<file path="config.mk">
export PLATFORM = sky130hd
export DESIGN_NAME = rx_dma_arb
export DESIGN_NICKNAME = d
export VERILOG_FILES = /design/src/rtl/rx_dma_pkg.sv /design/src/rtl/rx_rr_arb.sv /design/src/rtl/rx_ch_ctx.sv /design/src/rtl/rx_wr_lane.sv /design/src/rtl/rx_dma_arb.sv
export SDC_FILE = /design/constraint.sdc
export NUM_CORES = 1
export LEC_CHECK = 0
export ABC_AREA = 1
export ABC_CLOCK_PERIOD_IN_PS = 9500
export BUFFER_PORTS_ARGS = -buffer_cell sky130_fd_sc_hd__buf_4
export CORE_UTILIZATION = 35
export CTS_CLUSTER_DIAMETER = 60
export DETAILED_ROUTE_END_ITERATION = 8
export RECOVER_POWER = 100
export SETUP_SLACK_MARGIN = 0.2
export SLEW_MARGIN = 20
export SYNTH_ARGS = -nofsm -noshare
export SYNTH_HDL_FRONTEND = slang
export SYNTH_HIERARCHICAL = 1
export SYNTH_SLANG_ARGS = --single-unit
</file>
<file path="constraint.sdc">
create_clock -name clk_i -period 9.5 [get_ports clk_i]
set_input_delay 0 -clock clk_i [delete_from_list [all_inputs] [get_ports clk_i]]
set_output_delay 0 -clock clk_i [all_outputs]
set_load 0.03 [all_outputs]
</file>
<file path="src/rtl/rx_dma_pkg.sv">
package rx_dma_pkg;
  localparam logic [1:0] CFG_PTR = 2'd0;
  localparam logic [1:0] CFG_LEN = 2'd1;
  localparam logic [1:0] CFG_GO  = 2'd2;

  localparam logic [1:0] SZ_B8  = 2'd0;
  localparam logic [1:0] SZ_B16 = 2'd1;

  function automatic logic [2:0] sz_bytes(logic [1:0] sz);
    case (sz)
      SZ_B8:   sz_bytes = 3'd1;
      SZ_B16:  sz_bytes = 3'd2;
      default: sz_bytes = 3'd4;
    endcase
  endfunction
endpackage

</file>
<file path="src/rtl/rx_rr_arb.sv">
module rx_rr_arb #(
  parameter int N = 4,
  localparam int CW = (N > 1) ? $clog2(N) : 1
) (
  input  logic         clk_i,
  input  logic         rst_ni,
  input  logic [N-1:0] req_i,
  output logic [N-1:0] gnt_o,
  output logic [CW-1:0] gnt_idx_o
);
  logic [CW-1:0] last_q;
  logic          found;

  always_comb begin
    gnt_o = '0;
    found = 1'b0;
    for (int k = 1; k <= N; k++) begin
      if (!found && req_i[(int'(last_q) + k) % N]) begin
        gnt_o[(int'(last_q) + k) % N] = 1'b1;
        found = 1'b1;
      end
    end
  end

  always_comb begin
    gnt_idx_o = '0;
    for (int c = 0; c < N; c++)
      if (gnt_o[c]) gnt_idx_o = CW'(c);
  end

  always_ff @(posedge clk_i or negedge rst_ni) begin
    if (!rst_ni)     last_q <= CW'(N - 1);
    else if (|gnt_o) last_q <= gnt_idx_o;
  end

  AST_GNT_ONEHOT: assert property (@(posedge clk_i) disable iff (!rst_ni)
    $onehot0(gnt_o));
  AST_GNT_IN_REQ: assert property (@(posedge clk_i) disable iff (!rst_ni)
    (gnt_o & ~req_i) == '0);
endmodule

</file>
<file path="src/rtl/rx_ch_ctx.sv">
module rx_ch_ctx import rx_dma_pkg::*; #(
  parameter int N      = 4,
  parameter int ADDR_W = 32,
  parameter int LEN_W  = 16,
  localparam int CW = (N > 1) ? $clog2(N) : 1
) (
  input  logic                        clk_i,
  input  logic                        rst_ni,
  input  logic                        cfg_we_i,
  input  logic [CW-1:0]               cfg_ch_i,
  input  logic [1:0]                  cfg_sel_i,
  input  logic [31:0]                 cfg_wdata_i,
  input  logic [N-1:0]                gnt_i,
  input  logic                        wr_fire_i,
  input  logic [CW-1:0]               wr_id_i,
  input  logic [2:0]                  wr_bytes_i,
  output logic [N-1:0][ADDR_W-1:0]    ptr_o,
  output logic [N-1:0][LEN_W-1:0]     rem_o,
  output logic [N-1:0]                en_o,
  output logic [N-1:0]                pend_o,
  output logic [N-1:0]                eot_o
);
  for (genvar c = 0; c < N; c++) begin : g_ch
    logic [ADDR_W-1:0] ptr_q;
    logic [LEN_W-1:0]  rem_q;
    logic              en_q, pend_q, eot_q;
    logic              cfg_hit, wr_hit, last_wr;

    assign cfg_hit = cfg_we_i && (cfg_ch_i == CW'(c)) && !en_q;
    assign wr_hit  = wr_fire_i && (wr_id_i == CW'(c));
    assign last_wr = wr_hit && (rem_q == LEN_W'(wr_bytes_i));

    always_ff @(posedge clk_i or negedge rst_ni) begin
      if (!rst_ni) begin
        ptr_q  <= '0;
        rem_q  <= '0;
        en_q   <= 1'b0;
        pend_q <= 1'b0;
        eot_q  <= 1'b0;
      end else begin
        eot_q <= last_wr;
        if (gnt_i[c])    pend_q <= 1'b1;
        else if (wr_hit) pend_q <= 1'b0;
        if (wr_hit) begin
          ptr_q <= ptr_q + ADDR_W'(wr_bytes_i);
          rem_q <= rem_q - LEN_W'(wr_bytes_i);
          if (last_wr) en_q <= 1'b0;
        end else if (cfg_hit) begin
          case (cfg_sel_i)
            CFG_PTR: ptr_q <= ADDR_W'(cfg_wdata_i);
            CFG_LEN: rem_q <= cfg_wdata_i[LEN_W-1:0];
            CFG_GO:  en_q  <= (rem_q != '0);
            default: ;
          endcase
        end
      end
    end

    assign ptr_o[c]  = ptr_q;
    assign rem_o[c]  = rem_q;
    assign en_o[c]   = en_q;
    assign pend_o[c] = pend_q;
    assign eot_o[c]  = eot_q;

    AST_NO_UNDERFLOW: assert property (@(posedge clk_i) disable iff (!rst_ni)
      wr_hit |-> (rem_q >= LEN_W'(wr_bytes_i)));
    AST_WR_NEEDS_EN: assert property (@(posedge clk_i) disable iff (!rst_ni)
      wr_hit |-> (en_q && pend_q));
    AST_EOT_DISABLES: assert property (@(posedge clk_i) disable iff (!rst_ni)
      eot_q |-> !en_q);
  end
endmodule

</file>
<file path="src/rtl/rx_wr_lane.sv">
module rx_wr_lane import rx_dma_pkg::*; (
  input  logic [1:0]  addr_lo_i,
  input  logic [1:0]  size_i,
  input  logic [31:0] data_i,
  output logic [31:0] wdata_o,
  output logic [3:0]  be_o
);
  always_comb begin
    case (size_i)
      SZ_B8: begin
        wdata_o = {4{data_i[7:0]}};
        be_o    = 4'b0001 << addr_lo_i;
      end
      SZ_B16: begin
        wdata_o = {2{data_i[15:0]}};
        be_o    = addr_lo_i[1] ? 4'b1100 : 4'b0011;
      end
      default: begin
        wdata_o = data_i;
        be_o    = 4'b1111;
      end
    endcase
  end
endmodule

</file>
<file path="src/rtl/rx_dma_arb.sv">
module rx_dma_arb import rx_dma_pkg::*; #(
  parameter int NUM_CH = 4,
  parameter int ADDR_W = 32,
  parameter int LEN_W  = 16,
  localparam int CH_W = (NUM_CH > 1) ? $clog2(NUM_CH) : 1
) (
  input  logic                 clk_i,
  input  logic                 rst_ni,
  input  logic [NUM_CH-1:0]    ch_valid_i,
  input  logic [NUM_CH*32-1:0] ch_data_i,
  input  logic [NUM_CH*2-1:0]  ch_size_i,
  output logic [NUM_CH-1:0]    ch_ack_o,
  input  logic                 cfg_we_i,
  input  logic [CH_W-1:0]      cfg_ch_i,
  input  logic [1:0]           cfg_sel_i,
  input  logic [31:0]          cfg_wdata_i,
  output logic                 mem_req_o,
  output logic [ADDR_W-1:0]    mem_addr_o,
  output logic [31:0]          mem_wdata_o,
  output logic [3:0]           mem_be_o,
  input  logic                 mem_ready_i,
  output logic [NUM_CH-1:0]    eot_o
);
  logic [NUM_CH-1:0][ADDR_W-1:0] ptr;
  logic [NUM_CH-1:0][LEN_W-1:0]  rem;
  logic [NUM_CH-1:0]             en, pend, elig, req, gnt;
  logic [CH_W-1:0]               gnt_idx;

  logic            s1_vld_q;
  logic [CH_W-1:0] s1_id_q;
  logic [31:0]     s1_data_q, sel_data;
  logic [1:0]      s1_size_q, sel_size;
  logic [2:0]      s1_bytes;
  logic            stall, wr_fire;

  assign s1_bytes = sz_bytes(s1_size_q);
  assign stall    = s1_vld_q && !mem_ready_i;
  assign wr_fire  = s1_vld_q && mem_ready_i;

  // mask out bytes already in flight so a channel is never granted past its length
  for (genvar c = 0; c < NUM_CH; c++) begin : g_elig
    logic [LEN_W-1:0] inflt, avail;
    assign inflt   = pend[c] ? LEN_W'(s1_bytes) : '0;
    assign avail   = rem[c] - inflt;
    assign elig[c] = ch_valid_i[c] && en[c] &&
                     (avail >= LEN_W'(sz_bytes(ch_size_i[2*c +: 2])));
  end

  assign req      = stall ? '0 : elig;
  assign ch_ack_o = gnt;

  rx_rr_arb #(.N(NUM_CH)) u_arb (
    .clk_i     (clk_i),
    .rst_ni    (rst_ni),
    .req_i     (req),
    .gnt_o     (gnt),
    .gnt_idx_o (gnt_idx)
  );

  always_comb begin
    sel_data = '0;
    sel_size = '0;
    for (int c = 0; c < NUM_CH; c++) begin
      if (gnt[c]) begin
        sel_data = ch_data_i[32*c +: 32];
        sel_size = ch_size_i[2*c +: 2];
      end
    end
  end

  always_ff @(posedge clk_i or negedge rst_ni) begin
    if (!rst_ni) begin
      s1_vld_q  <= 1'b0;
      s1_id_q   <= '0;
      s1_data_q <= '0;
      s1_size_q <= '0;
    end else if (!stall) begin
      s1_vld_q <= |gnt;
      if (|gnt) begin
        s1_id_q   <= gnt_idx;
        s1_data_q <= sel_data;
        s1_size_q <= sel_size;
      end
    end
  end

  rx_ch_ctx #(.N(NUM_CH), .ADDR_W(ADDR_W), .LEN_W(LEN_W)) u_ctx (
    .clk_i       (clk_i),
    .rst_ni      (rst_ni),
    .cfg_we_i    (cfg_we_i),
    .cfg_ch_i    (cfg_ch_i),
    .cfg_sel_i   (cfg_sel_i),
    .cfg_wdata_i (cfg_wdata_i),
    .gnt_i       (gnt),
    .wr_fire_i   (wr_fire),
    .wr_id_i     (s1_id_q),
    .wr_bytes_i  (s1_bytes),
    .ptr_o       (ptr),
    .rem_o       (rem),
    .en_o        (en),
    .pend_o      (pend),
    .eot_o       (eot_o)
  );

  assign mem_req_o  = s1_vld_q;
  assign mem_addr_o = ptr[s1_id_q];

  rx_wr_lane u_lane (
    .addr_lo_i (mem_addr_o[1:0]),
    .size_i    (s1_size_q),
    .data_i    (s1_data_q),
    .wdata_o   (mem_wdata_o),
    .be_o      (mem_be_o)
  );

  AST_ACK_TO_REQ: assert property (@(posedge clk_i) disable iff (!rst_ni)
    (|ch_ack_o) |=> mem_req_o);
  AST_NO_ACK_STALL: assert property (@(posedge clk_i) disable iff (!rst_ni)
    (mem_req_o && !mem_ready_i) |-> (ch_ack_o == '0));
  AST_STALL_HOLD: assert property (@(posedge clk_i) disable iff (!rst_ni)
    (mem_req_o && !mem_ready_i) |=> (mem_req_o && $stable(mem_addr_o) &&
                                     $stable(mem_wdata_o) && $stable(mem_be_o)));
  AST_EOT_ONEHOT: assert property (@(posedge clk_i) disable iff (!rst_ni)
    $onehot0(eot_o));
  AST_ACK_ENABLED: assert property (@(posedge clk_i) disable iff (!rst_ni)
    (ch_ack_o & ~(ch_valid_i & en)) == '0);
endmodule

</file>
Word-level counts from Yosys, hierarchy flattened --
Cells that the tools add are included.
Word-level totals: register bits 243, bits of input ports 180, output and inout port bits 77, word-level logic and storage cells 270
Operators by class: $add $sub $neg 16, magnitude comparators 13, equal/unequal tests 21, shifts and indexed selects 1, mux-type cells 95, bitwise logic cells 8, reductions and logical operators 91
Operators by type and width (count):
- 32-bit two-way mux | 14
- 16-bit two-way mux | 9
- 32-bit by 3-bit adder with 32-bit output | 4
- 16-bit by 3-bit subtractor with 16-bit output | 8
- 32-bit binary-select mux with 2-bit select | 1
- 16-bit by 3-bit equality test with 1-bit output | 4
- 16-bit by 3-bit greater-or-equal comparator with 1-bit output | 4
- 32-bit case mux with 2 select lines | 1
- 16-bit nonzero test | 4
- 1-bit two-way mux | 40
- 2-bit nonzero test | 20
- 1-bit logical AND | 33
- 3-bit case mux with 2 select lines | 5
- 4-bit two-way mux | 6
- 2-bit AND reduction | 9
- 2-bit by 1-bit equality test with 1-bit output (second input constant) | 8
- 2-bit zero test | 8
- 3-bit by 4-bit less-than comparator with 1-bit output (second input constant) | 4
- 3-bit by 1-bit greater-or-equal comparator with 1-bit output (second input constant) | 4
- 2-bit two-way mux | 6
- 3-bit two-way mux | 4
- 4-bit bitwise OR | 3
- 3-bit AND reduction | 4
- 2-bit equality test (second input constant) | 5
- other kinds (13) | 37

Depth between registers and ports, before layout --
Gate-level depths: netlist of run 1.
depth after elaboration 24, mapped depth 36, mapped depth without buffers 32

Modules after synthesis --
Netlist of run 1, hierarchy kept.
Modules (own cells, without submodules):
- rx_ch_ctx | instances 1, cells each 2310, area an instance 14929.3 um^2, seq. area each 5104.9 um^2
- rx_dma_arb | instances 1, cells each 993, area an instance 5537.8 um^2, seq. area each 925.9 um^2
- rx_rr_arb | instances 1, cells each 87, area an instance 585.6 um^2, seq. area each 52.6 um^2
- rx_wr_lane | instances 1, cells each 98, area an instance 559.3 um^2, seq. area each 0.0 um^2

Least setup slack after synthesis of run 1 --
Ideal clock, no wire load.
path type reg-to-reg, start point register s1_size_q[1], end point register s1_data_q[26], library setup time 122 ps, arrival 4969 ps, required time 9378 ps, slack 4408 ps, stages on the path, launching flop included 28, path buffers 3, clock period less this slack 5092 ps, cell sequence dfrtp_1 clkbuf_1 nor2_1 nand2_1 fa_1 xor2_1 ha_1 a21boi_0 nor2_1 nand2_1 nor2_1 nand3_1 nor2_1 nor2_1 nand2_4 nand3_4 nand2_4 nand3_1 nand2_1 nand3b_1 inv_1 nand3_2 nand2_4 inv_2 buf_6 buf_6 nor2_1 a21oi_1
Between the ends: word-level cells in the longest chain between the ends 24, elaborated cells on any way between the ends 54, those cells by class add/sub (4); order compare (4); eq/ne (1); mux (29); bitwise (3); reduce/logical (13)
Ends and longest elaborated chain:
- start, declared | RTL line rx_dma_arb.sv:32 | logic [1:0] s1_size_q, sel_size;
- start signal, assigned | RTL line rx_dma_arb.sv:82 | s1_size_q <= sel_size;
- 2-bit by 1-bit equality test with 1-bit output or 2-bit zero test (tied branches) | RTL line rx_dma_pkg.sv:10 | case (sz)
- 3-bit case mux with 2 select lines * | RTL line rx_dma_pkg.sv:10
- named net s1_bytes[1] | RTL line rx_dma_arb.sv:33 | logic [2:0] s1_bytes;
- 3-bit two-way mux * | RTL line rx_dma_arb.sv:43 | assign inflt = pend[c] ? LEN_W'(s1_bytes) : '0;
- 16-bit by 3-bit subtractor with 16-bit output * | RTL line rx_dma_arb.sv:44 | assign avail = rem[c] - inflt;
- 16-bit by 3-bit greater-or-equal comparator with 1-bit output * | RTL line rx_dma_arb.sv:46 | (avail >= LEN_W'(sz_bytes(ch_size_i[2*c +: 2])));
- 1-bit logical AND * | RTL line rx_dma_arb.sv:45 | assign elig[c] = ch_valid_i[c] && en[c] &&
- 4-bit two-way mux * | RTL line rx_dma_arb.sv:49 | assign req = stall ? '0 : elig;
- named net req[3] | RTL line rx_dma_arb.sv:26 | logic [NUM_CH-1:0] en, pend, elig, req, gnt;
- [... 7 more ...]
- 1-bit zero test | RTL line rx_rr_arb.sv:18 | if (!found && req_i[(int'(last_q) + k) % N]) begin
- 1-bit logical AND | RTL line rx_rr_arb.sv:18
- 1-bit two-way mux | RTL line rx_rr_arb.sv:18
- 1-bit zero test | RTL line rx_rr_arb.sv:18
- 1-bit logical AND | RTL line rx_rr_arb.sv:18
- 4-bit two-way mux * | RTL line rx_rr_arb.sv:18
- named net ch_ack_o[0] | RTL line rx_dma_arb.sv:12 | output logic [NUM_CH-1:0] ch_ack_o,
- 32-bit two-way mux (4 in series) | RTL line rx_dma_arb.sv:64 | if (gnt[c]) begin
- end signal, assigned | RTL line rx_dma_arb.sv:81 | s1_data_q <= sel_data;
- end, declared | RTL line rx_dma_arb.sv:31 | logic [31:0] s1_data_q, sel_data;
Mark *: on every way through the listed nets, which the timed path passes. The rest lies on a longest branch. The select of a mux whose other input is x is not followed. A chain may end at the register's enable or synchronous reset.

Worst setup path after layout of run 1 --
start point register s1_size_q[0], end point register s1_size_q[0]
Between the ends: word-level cells in the longest chain between the ends 24, elaborated cells on any way between the ends 54, those cells by class add/sub (4); order compare (4); eq/ne (1); mux (29); bitwise (3); reduce/logical (13)
Ends and longest elaborated chain (RTL line):
- 2-bit by 1-bit equality test with 1-bit output or 2-bit zero test (tied branches) | rx_dma_pkg.sv:10
- 3-bit case mux with 2 select lines * | rx_dma_pkg.sv:10
- named net s1_bytes[1] | rx_dma_arb.sv:33
- 3-bit two-way mux * | rx_dma_arb.sv:43
- 16-bit by 3-bit subtractor with 16-bit output * | rx_dma_arb.sv:44
- 16-bit by 3-bit greater-or-equal comparator with 1-bit output * | rx_dma_arb.sv:46
- 1-bit logical AND * | rx_dma_arb.sv:45
- 4-bit two-way mux * | rx_dma_arb.sv:49
- named net req[0] | rx_dma_arb.sv:26
- [... 6 more ...]
- 1-bit two-way mux | rx_rr_arb.sv:18
- 1-bit zero test | rx_rr_arb.sv:18
- 1-bit logical AND | rx_rr_arb.sv:18
- 1-bit two-way mux | rx_rr_arb.sv:18
- 1-bit zero test | rx_rr_arb.sv:18
- 1-bit logical AND | rx_rr_arb.sv:18
- 4-bit two-way mux * | rx_rr_arb.sv:18
- 2-bit two-way mux (4 in series) | rx_dma_arb.sv:64
Marks and branches as above.

==> metrics.cfg, run 1 <==
[status]
outcome = finished, violations left
violations = capacitance limit, slew limit

[logic_synthesis]
synth.avg_cell_area_sq_um = 6.20
syn_nets = 3736
synthFlopType = dfrtp_1
synth.distinct_cells = 52
syn_inst = 3488
netlist_area_sq_um = 21600
async_reset_ff_share_pct = 100
seq_area_frac_synth_pct = 28.1
synth-seq-cells = 243
synth_edf_count = 0
yosysWarnings = 6

[power]
p_leak_nw = 12.2
ir_worst_vdd_uv = 339
power_density_nw_per_um2 = 402

[timing]
min_period_ns = 8.26
rsz0062_at_grt = false
final-hold-violation-count = 0
slew_violations = 590
finalClockSkew_ns = 0.0350
fin_crit_sh_pct = 87.0
relSlewSlack_pct = -252
fmax_ghz = 0.121
setup_viol = 0
max_slew.worst_pin.slew_ns = 5.29
tns_ns = 0

[critical_path]
critPathCaptureType = flip-flop
path_buf_inv = 5
crit_path_max_incr_delay_ns = 1.60
cp-start-kind = flip-flop
worstSetupPathType = reg -> reg
cp_top_family = simple AND/OR/NAND/NOR gates
critPathRequiredTime_ns = 9.99
path_max_fanout = 40
cp.arrival_ns = 8.76
crit_slowest_cell = clkbuf_1

[cells_and_area]
fill_cells = 6491
nets = 4020
layout.cells.non_filler = 4587
syn2layout_area_growth_pct = 19.8
drive_gt1_share_pct = 9.37

[drt]
dr.pass1.iters = 5
detail-route-antenna-nets = 0
avgRoutedWirePerCell_um = 18.6
first_iter_violations = 2582
routed.top_layer = met4
wl_met3_um = 5960
vias = 24363
totalWireLength_um = 85200
drc_errors = 0
wl_met2_um = 38400
drt-met1-wl_um = 38700
vias_per_cell = 5.31

[clock_tree]
cts_tree = built
root_buffer = clkbuf_16
cts_setup_buffers = 0
clk_path_buf_depth = 3
clk_latency_ns = 0.57
htree_levels = 2
numClockSinks = 243
cts_made_buffers = 38
cts.clk_slew.worst_paths_ns = 0.06

[placed_design]
hpwlAfterDp_um = 62500
placed_cells = 4408
routabilityCongestion = 0.954
port_buffers = 256

[job]
drv_cap = 11

[worst_hold_path]
hp-class = in -> reg

[global_route]
grt_overflow_total = 0
grt_pass1_vias = 22504
grt_start_max_net_pins = 159
antenna_found_initial = 2
grt_pass1_wl_um = 131000
grt.total_usage_pct = 26.5

[floorplan]
die_h_um = 250
ioPinCount = 257
die-area_sq_um = 62700
start_util_pct = 35.6
rows = 90
core_region_area_sq_um = 60700
die_x_um = 250

==> tightest hold or removal path: cells and delay by family <==
family	cells	cell delay, ns
AND/OR/NAND/NOR	2	0.24
buffers and inverters	2	0.19
AO/OA/AOI/OAI	1	0.11
==> cell type report <==
cell class | count | area [sq um] | share of cell area, %
Clock buffer | 54 | 1130 | 4.37
Timing Repair Buffer | 379 | 2840 | 11.0
Sequential cell | 243 | 6080 | 23.5
Multi-Input combinational cell | 2789 | 13500 | 52.0
Tap cell | 782 | 978 | 3.78
Clock inverter | 14 | 171 | 0.662
Inverter | 321 | 1210 | 4.68
Antenna cell | 5 | 12.5 | 0.0483
==> path summary, 6_finish.rpt <==
check,depth (start not counted),from,endpoint,slack [ns]
max in group asynchronous,2,rst_ni,s1_id_q[0]$_DFFE_PN0P_,4.20
min in group asynchronous,2,rst_ni,s1_data_q[19]$_DFFE_PN0P_,1.96
hold reg to reg,2,u_ctx/g_ch[3].ptr_q[2]$_DFFE_PN0P_,u_ctx/g_ch[3].ptr_q[2]$_DFFE_PN0P_,0.52
setup / recovery,29,s1_size_q[0]$_DFFE_PN0P_,s1_size_q[0]$_DFFE_PN0P_,1.24
setup reg to reg,29,s1_size_q[0]$_DFFE_PN0P_,s1_size_q[0]$_DFFE_PN0P_,1.24
hold / removal,5,cfg_we_i,u_ctx/g_ch[1].rem_q[8]$_DFFE_PN0P_,0.05
==> timing repair <==
item                                   4_1_cts  5_1_grt
hold buffers                               106        0
endpoints found under the hold margin      288        0
resized for setup                            0        0
==> layout by cell type, fill, tap and decap left out, drive strengths merged, types with 7 or more instances in the layout <==
master	count
fa	12
nand3b	46
clkinv	8
nand4	24
nor3	15
or2	11
o211ai	47
dlygate4sd3	106
o221ai	20
a21oi	107
clkbuf	130
buf	197
ha	56
dfrtp	241
nor2	545
a31oi	7
o22ai	43
a22oi	35
o21ai	243
inv	321
o21bai	13
nand2	1191
xor2	34
nand3	315
xnor2	9
==> per-stage QoR <==
step | setup slack [ns] | instance area [sq um] | util (%) | total power, W | hold slack [ns]
after floorplan | 4.41 | 21600 | - | 0.00673 | -0.296
after global placement | 2.07 | 23900 | 39.4 | 0.00845 | 0.0789
after detailed placement | 1.97 | 23900 | 39.4 | 0.00851 | 0.0963
after CTS | 1.39 | 26300 | 43.3 | 0.0105 | 0.0363
after global routing | 0.657 | 25900 | 42.6 | 0.0113 | 0.0621
final | 1.24 | 25900 | 42.7 | 0.0104 | 0.0477
==> report_power, final <==
part	internal, W	leakage, nW	switching [W]	total (W)
clock	0.000914	0.635	0.000574	0.00149
sequential	0.00155	3.00	0.000844	0.00239
combinational	0.00235	8.52	0.00419	0.00653
==> registers in the layout (all words and copies together), names as in the netlist <==
name               cells
s1_size_q              2
u_ctx/g_ch.pend_q      4
mem_req_o              1
u_ctx/g_ch.rem_q      64
s1_data_q             32
u_ctx/g_ch.en_q        4
u_ctx/g_ch.eot_q       4
s1_id_q                2
u_ctx/g_ch.ptr_q     128
u_arb/last_q           2
==> Yosys cell counts (all sizes together) (42+ instances only) <==
library cell  instances  area share, %
a21oi               107            2.5
buf                  93            2.8
clkbuf               42           0.73
dfrtp               241             28
ha                   56            3.2
inv                 320            5.6
nand2              1191             21
nand3               315            8.0
nand3b               46            1.6
nor2                545             10
o211ai               47            1.6
o21ai               243            5.6
o22ai                43            1.3
==> metal layers <==
layer / vias to the layer above / global-route usage, %
met3: 112 / 3.63
met5: - / 0
li1: 11907 / -
met2: 836 / 41.3
met4: 0 / 8.01
met1: 11508 / 37.8
==> kinds of logic after synthesis <==
kind of cell             after synthesis  synth area share (%)
AO/OA/AOI/OAI                        526                  14.2
XOR/XNOR                              43                  1.74
adder cells (fa/ha/maj)               68                  4.35
buffers and inverters                456                  9.11
flip-flops                           243                  28.1
AND/OR/NAND/NOR                     2152                  42.5
No activity file was read; power rests on OpenSTA's default activity.
==> run 2, diff against run 1 <==
Settings changed: ABC_AREA 1 to unset, CTS_BUF_LIST set to sky130_fd_sc_hd__clkbuf_16.
==> run 2 against run 1 <==
Net effect:
- fmax rose by 11%
- clock skew is 0.014 ns lower
- die area down 16%
- non-clock buffer count grew 4
- largest cell class unchanged
- the run still ends with capacitance limit, slew limit left
- largest power group unchanged
- utilization rose by 1.4 points
- register-to-register slack gained 0.84 ns
- count of clock-buffer cells in the layout shrank 15
- first-iteration DRC count fell by 25%
- clock power is 7% lower
- area after synthesis down 16%
- sequential share of layout area is 3.9 points higher
==> metrics.cfg, run 2 <==
[status]
outcome = finished, violations left
violations = capacitance limit, slew limit

[placed_design]
port_buffers = 256  ; unchanged
placed_cells = 2885  ; -35%
pre_cts_slack_ns = 2.51  ; +0.541 ns
hpwlAfterDp_um = 50000  ; -20%
routabilityCongestion = 0.974  ; +2.1%

[logic_synthesis]
yosys.area.top_type = dfrtp_1
synth.most_common_cell = dfrtp_1
ys_top_cells_by_area = dfrtp_1 33%, a21oi_1 5.0%, nor2_1 4.7%, mux4_2 4.5%, ha_1 3.9%
yosys.area_share.xor_xnor_pct = 0.824  ; -0.92 points
synth.avg_cell_area_sq_um = 8.69  ; +40%
syn_nets = 2327  ; -38%
async_reset_ff_share_pct = 100  ; unchanged
synth.area.mux_share_pct = 7.88  ; +7.9 points
synth-compound-area-share_pct = 23.3  ; +9.2 points
synth-simple-area-share_pct = 24.1  ; -18 points
synth_edf_count = 0  ; unchanged
seq_area_frac_synth_pct = 33.7  ; +5.5 points
synth.distinct_cells = 101  ; +94%
yosysWarnings = 6  ; unchanged
netlist_area_sq_um = 18100  ; -16%
synth_common_cells = 241 x dfrtp_1, 225 x nor2_1, 182 x a21oi_1
synthAdderAreaFrac_pct = 5.21  ; +0.86 points
synthFlopType = dfrtp_1
yosysTopAreaCellShare_pct = 33.4  ; +5.5 points
synth_top_family_by_area = simple AND/OR/NAND/NOR gates
synth-seq-cells = 243  ; unchanged
syn_inst = 2079  ; -40%

[worst_hold_path]
worstHoldStart = cfg_we_i
hp-class = in -> reg

[floorplan]
die-area_sq_um = 52500  ; -16%
ioPinCount = 257  ; unchanged
start_util_pct = 35.8  ; +0.17 points
die_h_um = 229  ; -8.5%
die_x_um = 229  ; -8.5%
core_region_area_sq_um = 50500  ; -17%
rows = 82  ; -8.9%

[job]
drv_cap = 7  ; -4

[timing]
max_slew.worst_pin.slew_ns = 5.51  ; +0.221 ns
slew_violations = 299  ; -49%
worst_slack_ns = 2.07  ; +0.838 ns
min_period_ns = 7.43  ; -0.838 ns
finalClockSkew_ns = 0.0215  ; -0.0136 ns
fin_crit_sh_pct = 78.2  ; -8.8 points
fmax_ghz = 0.135  ; +11%
relSlewSlack_pct = -267  ; -15 points
rsz0062_at_grt = false
setup_viol = 0  ; unchanged
tns_ns = 0  ; unchanged
final-hold-violation-count = 0  ; unchanged

[critical_path]
cp.arrival_ns = 7.85  ; -0.91 ns
crit_slowest_cell = clkbuf_1
cp_top_family = simple AND/OR/NAND/NOR gates
path_max_fanout = 74  ; +85%
critPathCaptureType = flip-flop
path_buf_inv = 4  ; -1
critPathRequiredTime_ns = 9.93  ; -0.06 ns
r2r_start = s1_size_q[0]$_DFFE_PN0P_
cp-start-kind = flip-flop
cp-startpoint = s1_size_q[0]$_DFFE_PN0P_
crit_path_max_incr_delay_ns = 0.71  ; -0.89 ns
worstSetupPathType = reg -> reg
cp_cell_sequence = nor2_1 > clkbuf_1 > and2_0 > ha_1 > inv_1 > fa_1 > xor2_1 > ha_1 > nor4_1 > o2111ai_1 > a2111oi_0 > a21oi_1 > mux4_2 > nor3b_1 > a221o_2 > buf_4 > nor4_1 > nor2_4 > buf_4 > mux2_2

[cells_and_area]
largest_register_ffs = 128  ; unchanged
fill_cells = 5017  ; -23%
mostFrequentLayoutCells = 239 x dfrtp_1, 227 x nor2_1, 199 x buf_4
syn2layout_area_growth_pct = 23.1
top_regs = u_ctx/g_ch.ptr_q (128), u_ctx/g_ch.rem_q (64), s1_data_q (32)
nets = 2602  ; -35%
layout.cells.non_filler = 3055  ; -33%
drive_gt1_share_pct = 15.6  ; +6.2 points
final_common_cell = dfrtp_1
num_antenna_cells = 0  ; -5
top_register = u_ctx/g_ch.ptr_q
final_core_util_pct = 44.0  ; +1.4 points

[clock_tree]
htree_levels = 2  ; unchanged
root_buffer = clkbuf_16
cts.clk_slew.worst_paths_ns = 0.06  ; about the same
cts_tree = built
cts_made_buffers = 37  ; -2.6%
clk_latency_ns = 0.56  ; about the same
clk_path_buf_depth = 3  ; unchanged
numClockSinks = 243  ; unchanged
cts_setup_buffers = 0  ; unchanged

[global_route]
grt_pass1_vias = 17622  ; -22%
grt_overflow_total = 0  ; unchanged
grt_pass1_wl_um = 107000  ; -18%
grt_start_max_net_pins = 155  ; -2.5%
antenna_found_initial = 1  ; -1
grt.total_usage_pct = 26.0  ; -0.45 points

[power]
p_leak_nw = 8.97  ; -26%
power_density_nw_per_um2 = 372  ; -7.5%
ir_worst_vdd_uv = 205  ; -40%

[drt]
dr.pass1.iters = 5  ; unchanged
detail-route-antenna-nets = 0  ; unchanged
drc_errors = 0  ; unchanged
vias = 18748  ; -23%
avgRoutedWirePerCell_um = 23.0  ; +24%
vias_per_cell = 6.14  ; +16%
first_iter_violations = 1935  ; -25%
totalWireLength_um = 70200  ; -18%

[run 2: final cells by class]
class	instances	area (sq um)	area share [%]
Clock buffer	39	976	4.39
Clock inverter	29	233	1.05
Inverter	55	206	0.929
Multi-Input combinational cell	1634	11100	49.7
Sequential cell	243	6090	27.4
Tap cell	672	841	3.78
Timing Repair Buffer	383	2840	12.8
[run 2: routing by layer]
| metal | vias to the layer above | track usage [%] | share of wire, % |
|---|---|---|---|
| met2 | 850 | 38.9 | 45 |
| met1 | 9274 | 37.4 | 44 |
| met4 | 2 | 8.38 | 3.0 |
| met5 | - | 0 | 0.011 |
| met3 | 138 | 5.34 | 8.6 |
| li1 | 8484 | - | - |
[run 2: logic make-up after synthesis]
logic type,Yosys count
fa+ha+maj,68
buf+inv,202
mux,94
compound gates,615
simple gates,840
flops,243
xor+xnor,17
[run 2: timing repair]
| action | 4_1_cts | 5_1_grt |
|---|---|---|
| hold buffers | 102 | 0 |
| resized for setup | 0 | 0 |
| hold endpoints to repair | 316 | 0 |
[run 2: final timing paths]
kind	end	slack, ns	depth (start not counted)
worst max-delay path	s1_id_q[0]$_DFFE_PN0P_	2.07	20
worst min-delay path	u_ctx/g_ch[1].en_q$_DFFE_PN0P_	0.04	4
worst max register to register	s1_id_q[0]$_DFFE_PN0P_	2.07	20
worst min register to register	s1_data_q[19]$_DFFE_PN0P_	0.53	2
max in group asynchronous	s1_data_q[20]$_DFFE_PN0P_	4.38	2
min in group asynchronous	u_ctx/g_ch[2].ptr_q[29]$_DFFE_PN0P_	2.02	2
[run 2: tightest hold or removal path, stage by stage]
cell and delay [ns]:
buf_4 0.15, and4b_1 0.20, a21oi_1 0.07, a21oi_1 0.12
[run 2: through the flow]
stage	instance area (sq um)	hold slack [ns]	total power, W
after floorplan	18100	-0.296	0.00526
after global placement	20400	0.0918	0.00659
after detailed placement	20400	0.0894	0.00669
after CTS	22600	0.00172	0.00841
after global routing	22200	0.0640	0.00883
final	22200	0.0372	0.00827
[run 2: where the power goes]
| group | internal, W | switching, W | total, W |
|---|---|---|---|
| Sequential | 0.00149 | 0.000699 | 0.00218 |
| Combinational | 0.00191 | 0.00280 | 0.00471 |
| Clock | 0.000827 | 0.000549 | 0.00138 |
| Total | 0.00422 | 0.00405 | 0.00827 |
